<file path="src/rtl/irq_pend_pkg.sv">
package irq_pend_pkg;

    localparam int WORD_W = 32;
    localparam int ADDR_W = 8;

    typedef logic [WORD_W-1:0] word_t;
    typedef logic [ADDR_W-1:0] addr_t;

    typedef enum logic [ADDR_W-1:0] {
        OFS_SRC  = 8'h00,
        OFS_MODE = 8'h04,
        OFS_MASK = 8'h08,
        OFS_WIN  = 8'h10
    } reg_ofs_e;

    typedef struct packed {
        word_t src;
        word_t mode;
        word_t mask;
        word_t win;
    } reg_state_t;

    typedef struct packed {
        logic  wr_src;
        logic  wr_mode;
        logic  wr_mask;
        logic  wr_win;
    } wr_dec_t;

    function automatic word_t lowest_onehot(word_t x);
        return x & (~x + word_t'(1));
    endfunction

    function automatic wr_dec_t decode_wr(logic wr, addr_t a);
        wr_dec_t d;
        d.wr_src  = wr && (a == OFS_SRC);
        d.wr_mode = wr && (a == OFS_MODE);
        d.wr_mask = wr && (a == OFS_MASK);
        d.wr_win  = wr && (a == OFS_WIN);
        return d;
    endfunction

endpackage

</file>
<file path="src/rtl/irq_req_sync.sv">
module irq_req_sync
    import irq_pend_pkg::*;
#(
    parameter int NUM_SRC = 32
) (
    input  logic               clk,
    input  logic               rst,
    input  logic [NUM_SRC-1:0] req_i,
    output word_t              req_s
);

    logic [NUM_SRC-1:0] stage1;
    logic [NUM_SRC-1:0] stage2;

    for (genvar g = 0; g < NUM_SRC; g++) begin : g_sync
        always_ff @(posedge clk) begin
            if (rst) begin
                stage1[g] <= 1'b0;
                stage2[g] <= 1'b0;
            end else begin
                stage1[g] <= req_i[g];
                stage2[g] <= stage1[g];
            end
        end
    end

    assign req_s = WORD_W'(stage2);

endmodule

</file>
<file path="src/rtl/irq_prio_pick.sv">
module irq_prio_pick
    import irq_pend_pkg::*;
(
    input  word_t src,
    input  word_t mode,
    input  word_t mask,
    output word_t pick_onehot,
    output logic  fast_any
);

    word_t norm_elig;
    word_t fast_elig;

    always_comb begin
        norm_elig   = src & ~mask & ~mode;
        fast_elig   = src & ~mask & mode;
        pick_onehot = lowest_onehot(norm_elig);
        fast_any    = |fast_elig;
    end

endmodule

</file>
<file path="src/rtl/irq_reg_bank.sv">
module irq_reg_bank
    import irq_pend_pkg::*;
#(
    parameter int NUM_SRC = 32
) (
    input  logic       clk,
    input  logic       rst,
    input  word_t      req_s,
    input  word_t      pick_onehot,
    input  addr_t      reg_addr,
    input  logic       reg_wr,
    input  word_t      reg_wdata,
    output word_t      reg_rdata,
    output reg_state_t st
);

    localparam word_t VALID = {WORD_W{1'b1}} >> (WORD_W - NUM_SRC);

    wr_dec_t dec;
    word_t   clr_src;
    word_t   clr_win;
    word_t   win_kept;
    word_t   elig_now;

    always_comb begin
        dec      = decode_wr(reg_wr, reg_addr);
        clr_src  = dec.wr_src ? reg_wdata : '0;
        clr_win  = dec.wr_win ? reg_wdata : '0;
        win_kept = st.win & ~clr_win;
        elig_now = st.src & ~st.mask & ~st.mode;
    end

    always_ff @(posedge clk) begin
        if (rst) begin
            st.src  <= '0;
            st.mode <= '0;
            st.mask <= VALID;
            st.win  <= '0;
        end else begin
            st.src <= ((st.src & ~clr_src) | req_s) & VALID;
            if (dec.wr_mode) st.mode <= reg_wdata & VALID;
            if (dec.wr_mask) st.mask <= reg_wdata & VALID;
            st.win <= (win_kept != '0) ? win_kept : (pick_onehot & VALID);
        end
    end

    always_comb begin
        unique case (reg_addr)
            OFS_SRC:  reg_rdata = st.src;
            OFS_MODE: reg_rdata = st.mode;
            OFS_MASK: reg_rdata = st.mask;
            OFS_WIN:  reg_rdata = st.win;
            default:  reg_rdata = '0;
        endcase
    end

    // winner register never holds more than one source
    assert_win_onehot_R4: assert property (@(posedge clk) disable iff (rst)
        $onehot0(st.win));

    // a held winner survives every cycle without a clear write
    assert_win_hold_R5: assert property (@(posedge clk) disable iff (rst)
        (st.win != '0) && !dec.wr_win |=> st.win == $past(st.win));

    // a newly loaded winner was eligible (unmasked, normal mode) when loaded
    assert_win_eligible_R8: assert property (@(posedge clk) disable iff (rst)
        (st.win == '0) |=> ((st.win & ~$past(elig_now)) == '0));

    // a synchronised request always lands in raw pending
    assert_src_set_R2: assert property (@(posedge clk) disable iff (rst)
        (req_s != '0) |=> ((st.src & $past(req_s & VALID)) == $past(req_s & VALID)));

    // a clear write removes bits whose request is low
    assert_src_w1c_R3: assert property (@(posedge clk) disable iff (rst)
        dec.wr_src |=> ((st.src & $past(clr_src & ~req_s)) == '0));

endmodule

</file>
<file path="src/rtl/irq_pend_ctrl.sv">
module irq_pend_ctrl
    import irq_pend_pkg::*;
#(
    parameter int NUM_SRC = 32
) (
    input  logic               clk,
    input  logic               rst,
    input  logic [NUM_SRC-1:0] req_i,
    input  logic [7:0]         reg_addr,
    input  logic               reg_wr,
    input  logic [31:0]        reg_wdata,
    output logic [31:0]        reg_rdata,
    output logic               irq_n,
    output logic               fiq_n
);

    word_t      req_s;
    word_t      pick_onehot;
    logic       fast_any;
    reg_state_t st;

    irq_req_sync #(.NUM_SRC(NUM_SRC)) u_sync (
        .clk   (clk),
        .rst   (rst),
        .req_i (req_i),
        .req_s (req_s)
    );

    irq_prio_pick u_pick (
        .src         (st.src),
        .mode        (st.mode),
        .mask        (st.mask),
        .pick_onehot (pick_onehot),
        .fast_any    (fast_any)
    );

    irq_reg_bank #(.NUM_SRC(NUM_SRC)) u_regs (
        .clk         (clk),
        .rst         (rst),
        .req_s       (req_s),
        .pick_onehot (pick_onehot),
        .reg_addr    (reg_addr),
        .reg_wr      (reg_wr),
        .reg_wdata   (reg_wdata),
        .reg_rdata   (reg_rdata),
        .st          (st)
    );

    assign irq_n = ~(|st.win);
    assign fiq_n = ~fast_any;

    // a fast-mode source never occupies the winner register when loaded
    assert_fast_not_win_R7: assert property (@(posedge clk) disable iff (rst)
        (st.win == '0) |=> ((st.win & $past(st.mode)) == '0));

endmodule

</file>
<file path="config.mk">
export PLATFORM = sky130hd
export DESIGN_NAME = irq_pend_ctrl
export DESIGN_NICKNAME = d
export VERILOG_FILES = /design/src/rtl/irq_pend_pkg.sv /design/src/rtl/irq_req_sync.sv /design/src/rtl/irq_prio_pick.sv /design/src/rtl/irq_reg_bank.sv /design/src/rtl/irq_pend_ctrl.sv
export SDC_FILE = /design/constraint.sdc
export NUM_CORES = 1
export LEC_CHECK = 0
export ABC_AREA = 0
export ABC_CLOCK_PERIOD_IN_PS = 5600
export BUFFER_PORTS_ARGS = -buffer_cell sky130_fd_sc_hd__clkbuf_2
export CORE_MARGIN = 2
export CORE_UTILIZATION = 62
export DETAILED_ROUTE_END_ITERATION = 12
export GPL_ROUTABILITY_DRIVEN = 0
export PLACE_DENSITY = 0.87
export SYNTH_ARGS = -nofsm -noshare
export SYNTH_HDL_FRONTEND = slang
export SYNTH_SLANG_ARGS = --single-unit
export TNS_END_PERCENT = 5
</file>
<file path="constraint.sdc">
create_clock -name clk -period 5.6 [get_ports clk]
set_clock_uncertainty 0.15 [all_clocks]
set_input_delay 0.28 -clock clk [delete_from_list [all_inputs] [get_ports clk]]
set_output_delay 0.28 -clock clk [all_outputs]
set_load 0.05 [all_outputs]
</file>
==> impl_metrics.yaml, run 1 <==
status:
  outcome: "completed"
critical_path:
  crit_type: "register to register"
  cpPeakStageDelay_ns: 1.06
  cp_cell_sequence: "nor3b_1 > or4_1 > or3b_2 > nor3b_2 > nand4_1 > o21ai_2"
  cpLargestDelayFamily: "simple AND/OR/NAND/NOR gates"
  timing.critical_path.buf_inv: 0
  worst_ep_arrival_time_ns: 3.66
  rrSetupSlack_ns: 2.16
  critPathCaptureType: "register"
  worst_r2r_endpoint: "u_regs.st[27]"
  r2r_cells: 6
  r2r_start: "u_regs.st[96]"
  required_ns: 5.82
  worst_path_max_delay_cell: "nor3b_2"
  critPathLaunchType: "register"
  crit_fanout: 20
synth:
  syn_area_per_cell_um2: 8.690
  yosysWarnings: 0
  ys.flop_type: "dfxtp_1"
  synth-seq-cells: 192
  synth_cells: 964
  synth_nets: 1039
  yosysUniqueCellTypes: 46
  async_reset_ff_share_pct: 0
  synth_edf_count: 0
  seq_area_frac_synth_pct: 45.88
  synth_area_um2: 8377
cts:
  cts_buffers: 17
  cts_tree: "yes"
  insertion_delay_ns: 0.44
  cts-root-buf: "clkbuf_16"
  clock_path_buffers: 2
  clock_sinks: 192
  cts_setup_buffers: 0
  cts_resized: 0
  clk_pin_slew_ns: 0.07
  h-tree-depth: 4
global_routing:
  grt_max_degree: 123
  grt_pass1_wl_mm: 38.72
  grtUsageTotal_pct: 33.91
  grt_pass1_vias: 7705
  antenna_found_initial: 0
  gr-total-overflow: 0
timing:
  rsz0062_at_grt: "no"
  finalMaxSlewViolations: 0
  fin_setup_tns_ns: 0
  max_freq_ghz: 0.2908
  finalCritPeriodShare_pct: 61.41
  setup_violations: 0
  final_hold_viol_count: 0
  relSlewSlack_pct: 13.77
  fin_crit_ns: 3.439
  worst-slew-pin-transition_ns: 1.288
min_path:
  hold_class: "input port to register"
  hp-start: "reg_wdata[10]"
  min_to: "u_regs.st[74]"
  holdPathStages: 3
placed_design:
  port_buffers: 108
  place_area_um2: 8935
  dp_hpwl_mm: 15.37
route:
  post_drt_wl_per_cell_um: 18.82
  drt_iter0_drc: 1619
  drc: 0
  via_per_inst: 6.419
  num_vias: 8210
  postRouteAntennaNets: 0
  wl_mm: 24.07
  drt-pass1-iter-count: 8
floorplanning:
  die_h_um: 120.2
  start_util_pct: 63.26
  rows: 42
  ios: 109
  die_width_um: 120.2
  die_area_um2: 14460
  core_area_um2: 13240
power:
  internal-power_uw: 2105
  p_clk_share_pct: 42.2
  switching_share_pct: 23.34
  power_uw: 2746
  p_leak_uw: 0.004006
  comb_power_share_pct: 6.2
  switching_power_uw: 640.7
  pwr-share-seq_pct: 51.7
  worst_ir_drop_vdd_v: 0.0002294
  power.density_nw_per_um2: 271.6
flow_run:
  drv_cap: 0
cells_and_area:
  drive_gt1_share_pct: 18.31
  most-common-layout-cells: "dfxtp_1, nand2_1, clkbuf_2, a21oi_1, nor2b_1"
  n_antenna_cell: 0
  area_delta_synth_final_pct: 20.69
  final_nets: 1165
  mostFrequentLayoutCell: "dfxtp_1"
  final_cell_area_um2: 10110
==> what timing repair did <==
action,in CTS,in global routing
endpoints found under the hold margin,63,0
endpoints found under the setup margin,0,0
hold buffers,62,0
==> sequential cells by signal, summed over array words and instances (netlist names) <==
signal	cells
u_regs.st	128
u_sync.req_s	32
u_sync.stage1	32
==> per-layer routing <==
| layer | up-vias | routed length, um | track usage [%] |
|---|---|---|---|
| li1 | 3752 | - | - |
| met1 | 3858 | 9442 | 43.48 |
| met2 | 507 | 11170 | 54.69 |
| met3 | 93 | 2575 | 8.349 |
| met4 | 0 | 882 | 14.46 |
| met5 | - | 0 | 0 |
==> per-stage QoR <==
stage                     util, %  cells  setup WS [ns]  hold slack [ns]
after floorplan                 -    964          2.965           0.2582
after global placement      67.47   1185          2.388           0.2642
after detailed placement    67.47   1185          2.319           0.2734
after CTS                   76.34   1279          2.266         0.004321
after global routing        76.34   1279          2.015         0.003777
final                       76.34   1279          2.161          0.01326
==> synth_stat cells (2+ instances only) <==
cell type / instances / share of area, %
or3_1: 3 / 0.22
a222oi_1: 32 / 3.8
or4_1: 5 / 0.45
nor2b_1: 66 / 4.9
nor4_4: 2 / 0.51
o22ai_1: 6 / 0.45
dfxtp_1: 192 / 46
nor2_1: 44 / 2.0
o21ai_1: 3 / 0.18
clkbuf_1: 65 / 2.9
nor3_1: 5 / 0.30
o31ai_2: 7 / 1.0
nand2_1: 164 / 7.3
buf_6: 3 / 0.40
a21oi_1: 67 / 4.0
inv_1: 2 / 0.090
buf_2: 4 / 0.24
or2_2: 14 / 1.0
o22ai_2: 7 / 1.0
nand2b_1: 2 / 0.15
nand4b_1: 4 / 0.42
or4b_2: 3 / 0.36
nor4_1: 12 / 0.90
nand4_1: 26 / 1.9
nand3b_1: 35 / 3.1
a211o_1: 31 / 3.2
nand3_1: 41 / 2.4
and3_1: 33 / 2.5
o21ai_0: 5 / 0.30
or3b_2: 6 / 0.63
nor3b_1: 29 / 2.6
o21ai_2: 7 / 0.73
o31ai_1: 25 / 2.2
buf_4: 2 / 0.18
==> power groups by stage <==
stage / combinational (uW) / sequential (uW) / clock, uW
after floorplan: 79.6 / 1440 / 0
after global placement: 128 / 1450 / 0
after detailed placement: 131 / 1450 / 0
after CTS: 165 / 1420 / 1160
after global routing: 184 / 1420 / 1230
final: 169 / 1420 / 1160
==> worst reg2reg max path, delay by kind of cell, from the launching register on <==
family / cells / cell delay (ns)
AOI/OAI and AO/OA: 1 / 0.19
DFF: 1 / 0.33
and+or+nand+nor: 5 / 2.71
==> final cells by class <==
| type | count | area (um^2) |
|---|---|---|
| Timing Repair Buffer | 182 | 1257 |
| Inverter | 2 | 7.507 |
| Clock inverter | 11 | 103.9 |
| Clock buffer | 21 | 450.4 |
| Tap cell | 176 | 220.2 |
| Sequential cell | 192 | 3844 |
| Fill cell | 950 | 3133 |
| Multi-Input combinational cell | 695 | 4227 |
==> worst max path at each step <==
stage / start / endpoint / slack [ns] / cells past startpoint
finish: u_regs.st[96] / u_regs.st[27] / 2.16 / 6
global route: u_regs.st[96] / u_regs.st[28] / 2.01 / 6
CTS: u_regs.st[96] / u_regs.st[27] / 2.27 / 6
detailed placement: u_regs.st[96] / u_regs.st[28] / 2.32 / 6
global placement: u_regs.st[96] / u_regs.st[28] / 2.39 / 6
floorplan: reg_addr[7] / reg_rdata[0] / 2.97 / 7
==> cell families (layout without fill, tap and decap cells) <==
group,Yosys count,in the layout,synth area share [%]
AO/OA/AOI/OAI,193,193,17.48
flip-flops,192,192,45.89
multiplexers,1,1,0.1195
buffers and inverters,77,216,3.868
AND/OR/NAND/NOR,501,501,32.65
Note: power is estimated with default switching activity, not from simulation.
==> run 2: changes to the inputs <==
--- a/config.mk
+++ b/config.mk
@@ -6,13 +6,13 @@
 export NUM_CORES = 1
 export LEC_CHECK = 0
 export ABC_AREA = 0
-export ABC_CLOCK_PERIOD_IN_PS = 5600
+export ABC_CLOCK_PERIOD_IN_PS = 3150
 export BUFFER_PORTS_ARGS = -buffer_cell sky130_fd_sc_hd__clkbuf_2
 export CORE_MARGIN = 2
-export CORE_UTILIZATION = 62
+export CORE_UTILIZATION = 52
 export DETAILED_ROUTE_END_ITERATION = 12
 export GPL_ROUTABILITY_DRIVEN = 0
-export PLACE_DENSITY = 0.87
+export PLACE_DENSITY = 0.78
 export SYNTH_ARGS = -nofsm -noshare
 export SYNTH_HDL_FRONTEND = slang
 export SYNTH_SLANG_ARGS = --single-unit
==> constraint.sdc (replaced) <==
create_clock -name clk -period 3.15 [get_ports clk]
set_clock_uncertainty 0.15 [all_clocks]
set_input_delay 0.1575 -clock clk [delete_from_list [all_inputs] [get_ports clk]]
set_output_delay 0.1575 -clock clk [all_outputs]
set_load 0.05 [all_outputs]
==> run 2 against run 1 <==
Net effect:
- sequential power up 77%
- sequential share of layout area down 0.86 points
- die area up 19%
- worst setup slack worse by 1.8 ns
- routed wire length up 1.3%
- power up 82%
- fmax up 21%
- first-iteration DRC count down 29%
- critical path type unchanged
- highest routed layer unchanged
==> impl_metrics.yaml, run 2 (synthesized netlist as in run 1, its figures left out) <==
route:
  drt_iter0_drc: 1146
  via_per_inst: 6.031
  num_vias: 8027
  post_drt_wl_per_cell_um: 18.31
  wl_mm: 24.38
  drc: 0
  drt-pass1-iter-count: 8
  postRouteAntennaNets: 0
timing:
  worst-slew-pin-transition_ns: 1.048
  fin_crit_ns: 2.832
  fin_setup_tns_ns: 0
  finalMaxSlewViolations: 0
  hold_ws_ns: 0.01050
  rsz0062_at_grt: "no"
  setup_violations: 0
  final_hold_viol_count: 0
  relSlewSlack_pct: 30.00
  max_freq_ghz: 0.3531
  finalCritPeriodShare_pct: 89.90
flow_run:
  drv_cap: 0
cts:
  h-tree-depth: 4
  cts_buffers: 17
  insertion_delay_ns: 0.44
  clk_pin_slew_ns: 0.07
  cts_hold_buf: 64
  cts-root-buf: "clkbuf_16"
  cts_setup_buffers: 0
  clock_sinks: 192
  cts_tree: "yes"
  cts_resized: 0
  clock_path_buffers: 2
cells_and_area:
  multi_input_area_um2: 4227
  final_nets: 1177
  top_register: "u_regs.st"
  ff_latch_area_um2: 3844
  drive_gt1_share_pct: 19.28
  n_fill_cell: 1288
  most-common-layout-cells: "dfxtp_1, nand2_1, clkbuf_2, a21oi_1, nor2b_1"
  mostFrequentLayoutCell: "dfxtp_1"
  n_antenna_cell: 0
  largest_reg_flops: 128
  area_delta_synth_final_pct: 23.48
critical_path:
  worst_ep_arrival_time_ns: 3.04
  cp_cell_sequence: "nor3b_1 > or4_1 > or3b_2 > or4b_2 > o22ai_1"
  worst_path_max_delay_cell: "or4b_2"
  critPathCaptureType: "register"
  crit_type: "register to register"
  timing.critical_path.buf_inv: 0
  cpLargestDelayFamily: "simple AND/OR/NAND/NOR gates"
  critPathLaunchType: "register"
  r2r_start: "u_regs.st[96]"
  crit_fanout: 5
  cpPeakStageDelay_ns: 0.71
  startpoint: "u_regs.st[96]"
  required_ns: 3.36
global_routing:
  grt_pass1_wl_mm: 38.21
  antenna_found_initial: 0
  grtUsageTotal_pct: 28.77
  grt_max_degree: 91
  grt_pass1_vias: 7247
  gr-total-overflow: 0
floorplanning:
  ios: 109
  core_area_um2: 15830
  rows: 46
  die_h_um: 130.9
  die_area_um2: 17140
  start_util_pct: 52.92
  die_width_um: 130.9
power:
  p_leak_uw: 0.004098
  power.density_nw_per_um2: 484.0
  worst_ir_drop_vdd_v: 0.0003881
placed_design:
  dp_hpwl_mm: 15.93
  port_buffers: 108
status:
  outcome: "completed"
min_path:
  hold_class: "input port to register"
  hp-start: "rst"
-- run 2: metal layers --
metal  GRT usage (%)  vias to the layer above  share of wire (%)
li1                -                     3774                  -
met4           12.14                        0                2.9
met1           37.87                     3804                 42
met5               0                        -                  0
met3           5.945                       57                8.2
met2           46.17                      392                 47
-- run 2: layout make-up --
class,instances,share of cell area (%)
Inverter,2,0.07258
Multi-Input combinational cell,695,40.86
Tap cell,216,2.613
Clock inverter,13,1.355
Timing Repair Buffer,194,13.56
Sequential cell,192,37.16
Clock buffer,19,4.379
-- run 2: worst register-to-register path: cells and delay by family (launching register included) --
family | cells | cell delay [ns]
AO/OA/AOI/OAI | 1 | 0.17
flip-flops | 1 | 0.34
AND/OR/NAND/NOR | 4 | 2.09
-- run 2: power breakdown --
group	internal, uW	switching (uW)	total, uW	leakage [uW]
logic	144	164	308	0.00224
clock network	1170	1010	2180	0.000293
registers	2490	33.7	2520	0.00157
-- run 2: path summary, 6_finish.rpt --
kind	to	slack (ns)	cells after the start
worst min register to register	u_sync.req_s[21]	0.28	1
worst max register to register	u_regs.st[10]	0.32	5
worst max-delay path	u_regs.st[10]	0.32	5
worst min-delay path	u_regs.st[103]	0.01	2
-- run 2: per-stage QoR --
step / total power, uW / area, um^2 / utilization, % / setup WS (ns) / cells
4_1_cts: 5020 / 10340 / 65.35 / 0.3406 / 1331
6_report: 5006 / 10340 / 65.35 / 0.3182 / 1331
2_1_floorplan: 2706 / 8377 / - / 0.6050 / 964
3_5_place_dp: 2816 / 9110 / 57.56 / 0.2885 / 1235
5_1_grt: 5166 / 10340 / 65.35 / 0.2657 / 1331
3_3_place_gp: 2810 / 9110 / 57.56 / 0.3490 / 1235
==> run 3: changes to the inputs <==
==> constraint.sdc (replaced) <==
create_clock -name clk -period 3.15 [get_ports clk]
set_clock_uncertainty 0.15 [all_clocks]
set_input_delay 0.63 -clock clk [delete_from_list [all_inputs] [get_ports clk]]
set_output_delay 0.63 -clock clk [all_outputs]
set_load 0.05 [all_outputs]
==> run 3 against run 2 <==
Net effect:
- routed wire length increased by 1.8%
- combinational power decreased by 15%
- die area unchanged
- final cell count shrank 3.8%
- clock power increased by 2%
- critical endpoint is now reg_rdata[21]
- highest routed layer unchanged
- fmax shrank 8.6%
==> impl_metrics.yaml, run 3 (synthesized netlist as in run 1, its figures left out) <==
cts:
  clk_pin_slew_ns: 0.07
  cts_buffers: 17
  clock_path_buffers: 2
  cts-root-buf: "clkbuf_16"
  h-tree-depth: 4
  insertion_delay_ns: 0.44
  cts_tree: "yes"
  clock_sinks: 192
  cts_hold_buf: 0
power:
  power.density_nw_per_um2: 479.4
  worst_ir_drop_vdd_v: 0.0003964
  p_leak_uw: 0.004065
floorplanning:
  die_width_um: 130.9
  start_util_pct: 52.92
  core_area_um2: 15830
  ios: 109
  die_area_um2: 17140
  rows: 46
  die_h_um: 130.9
critical_path:
  crit_fanout: 33
  worst_r2r_endpoint: "u_regs.st[22]"
  critPathCaptureType: "primary output"
  r2r_start: "u_regs.st[96]"
  r2r_cells: 7
  rrSetupSlack_ns: 0.36
  critPathLaunchType: "input port"
  required_ns: 2.37
  worst_ep_arrival_time_ns: 2.32
  crit_type: "input port to primary output"
timing:
  final_hold_viol_count: 0
  finalMaxSlewViolations: 0
  max_freq_ghz: 0.3226
  hold_ws_ns: 0.2434
  worst-slew-pin-transition_ns: 0.7920
  relSlewSlack_pct: 47.08
  fin_ws_ns: 0.05023
  fin_crit_ns: 3.100
  rsz0062_at_grt: "no"
  finalCritPeriodShare_pct: 98.41
  setup_violations: 0
  fin_setup_tns_ns: 0
status:
  outcome: "completed"
cells_and_area:
  largest_reg_flops: 128
  drive_gt1_share_pct: 21.60
  top_register: "u_regs.st"
  n_fill_cell: 1251
  final_nets: 1128
  most-common-layout-cells: "dfxtp_1, nand2_1, clkbuf_2, a21oi_1, nor2b_1"
  mostFrequentLayoutCell: "dfxtp_1"
  final_core_util_pct: 66.03
  n_antenna_cell: 0
  area_delta_synth_final_pct: 24.77
global_routing:
  grtUsageTotal_pct: 27.91
  grt_max_degree: 68
  grt_pass1_wl_mm: 37.25
  antenna_found_initial: 0
  grt_pass1_vias: 7290
  gr-total-overflow: 0
min_path:
  hp-start: "req_i[23]"
  holdPathStages: 2
  min_to: "u_sync.stage1[23]"
  hold_class: "input port to register"
placed_design:
  pre_cts_ws_ns: -0.1306
  dp_hpwl_mm: 15.87
  port_buffers: 108
route:
  post_drt_wl_per_cell_um: 19.37
  drc: 0
  wl_mm: 24.81
  num_vias: 7997
  drt_iter0_drc: 1149
  via_per_inst: 6.243
  drt-pass1-iter-count: 11
  postRouteAntennaNets: 0
flow_run:
  drv_cap: 0
## run 3: how the worst max path moves through the flow
stage                           start             to  slack [ns]
final                     reg_addr[7]  reg_rdata[21]        0.05
after global routing      reg_addr[7]  reg_rdata[18]       0.006
after CTS                 reg_addr[7]  reg_rdata[18]        0.07
after detailed placement  reg_addr[7]  u_regs.st[22]       -0.13
after global placement    reg_addr[2]  u_regs.st[31]        0.02
after floorplan           reg_addr[7]  reg_rdata[10]       -0.07
## run 3: layout make-up
class	instances	area, um^2	share of cell area, %
multi-input cells	695	4253	40.69
clock buffers	19	442.9	4.238
clock inverters	12	160.2	1.532
repair buffers	145	1474	14.10
well taps	216	270.3	2.586
inverters	2	7.507	0.07183
flip-flops and latches	192	3844	36.78
## run 3: routing by layer
| layer | GRT usage, % | wire (um) | vias up |
|---|---|---|---|
| met5 | 0 | 0 | - |
| met2 | 44.27 | 11460 | 510 |
| met3 | 6.922 | 2624 | 53 |
| li1 | - | - | 3663 |
| met1 | 37.15 | 10130 | 3771 |
| met4 | 10.08 | 600 | 0 |
## run 3: through the flow
step / power (uW) / cell area, um^2 / instances
finish: 5011 / 10450 / 1281
global route: 5145 / 10450 / 1281
CTS: 5014 / 10350 / 1276
detailed placement: 2829 / 9749 / 1245
global placement: 2822 / 9749 / 1245
floorplan: 2706 / 8384 / 964
## run 3: repair_timing
action                                  in CTS  in global routing
resized for setup                            0                  4
buffers inserted                             0                  2
endpoints found under the setup margin       0                 32
## run 3: report_power, final
group | internal (uW) | leakage, uW | switching (uW)
Combinational | 105 | 0.00220 | 157
Clock | 1270 | 0.000294 | 957
Sequential | 2490 | 0.00157 | 32.9
Total | 3860 | 0.00406 | 1150
## run 3: worst max-delay path: stages
cell	delay [ns]
clkbuf_2	0.09
or4b_1	0.60
buf_12	0.22
nor2_4	0.17
clkbuf_16	0.23
a222oi_1	0.08
nand2_1	0.14
buf_12	0.15
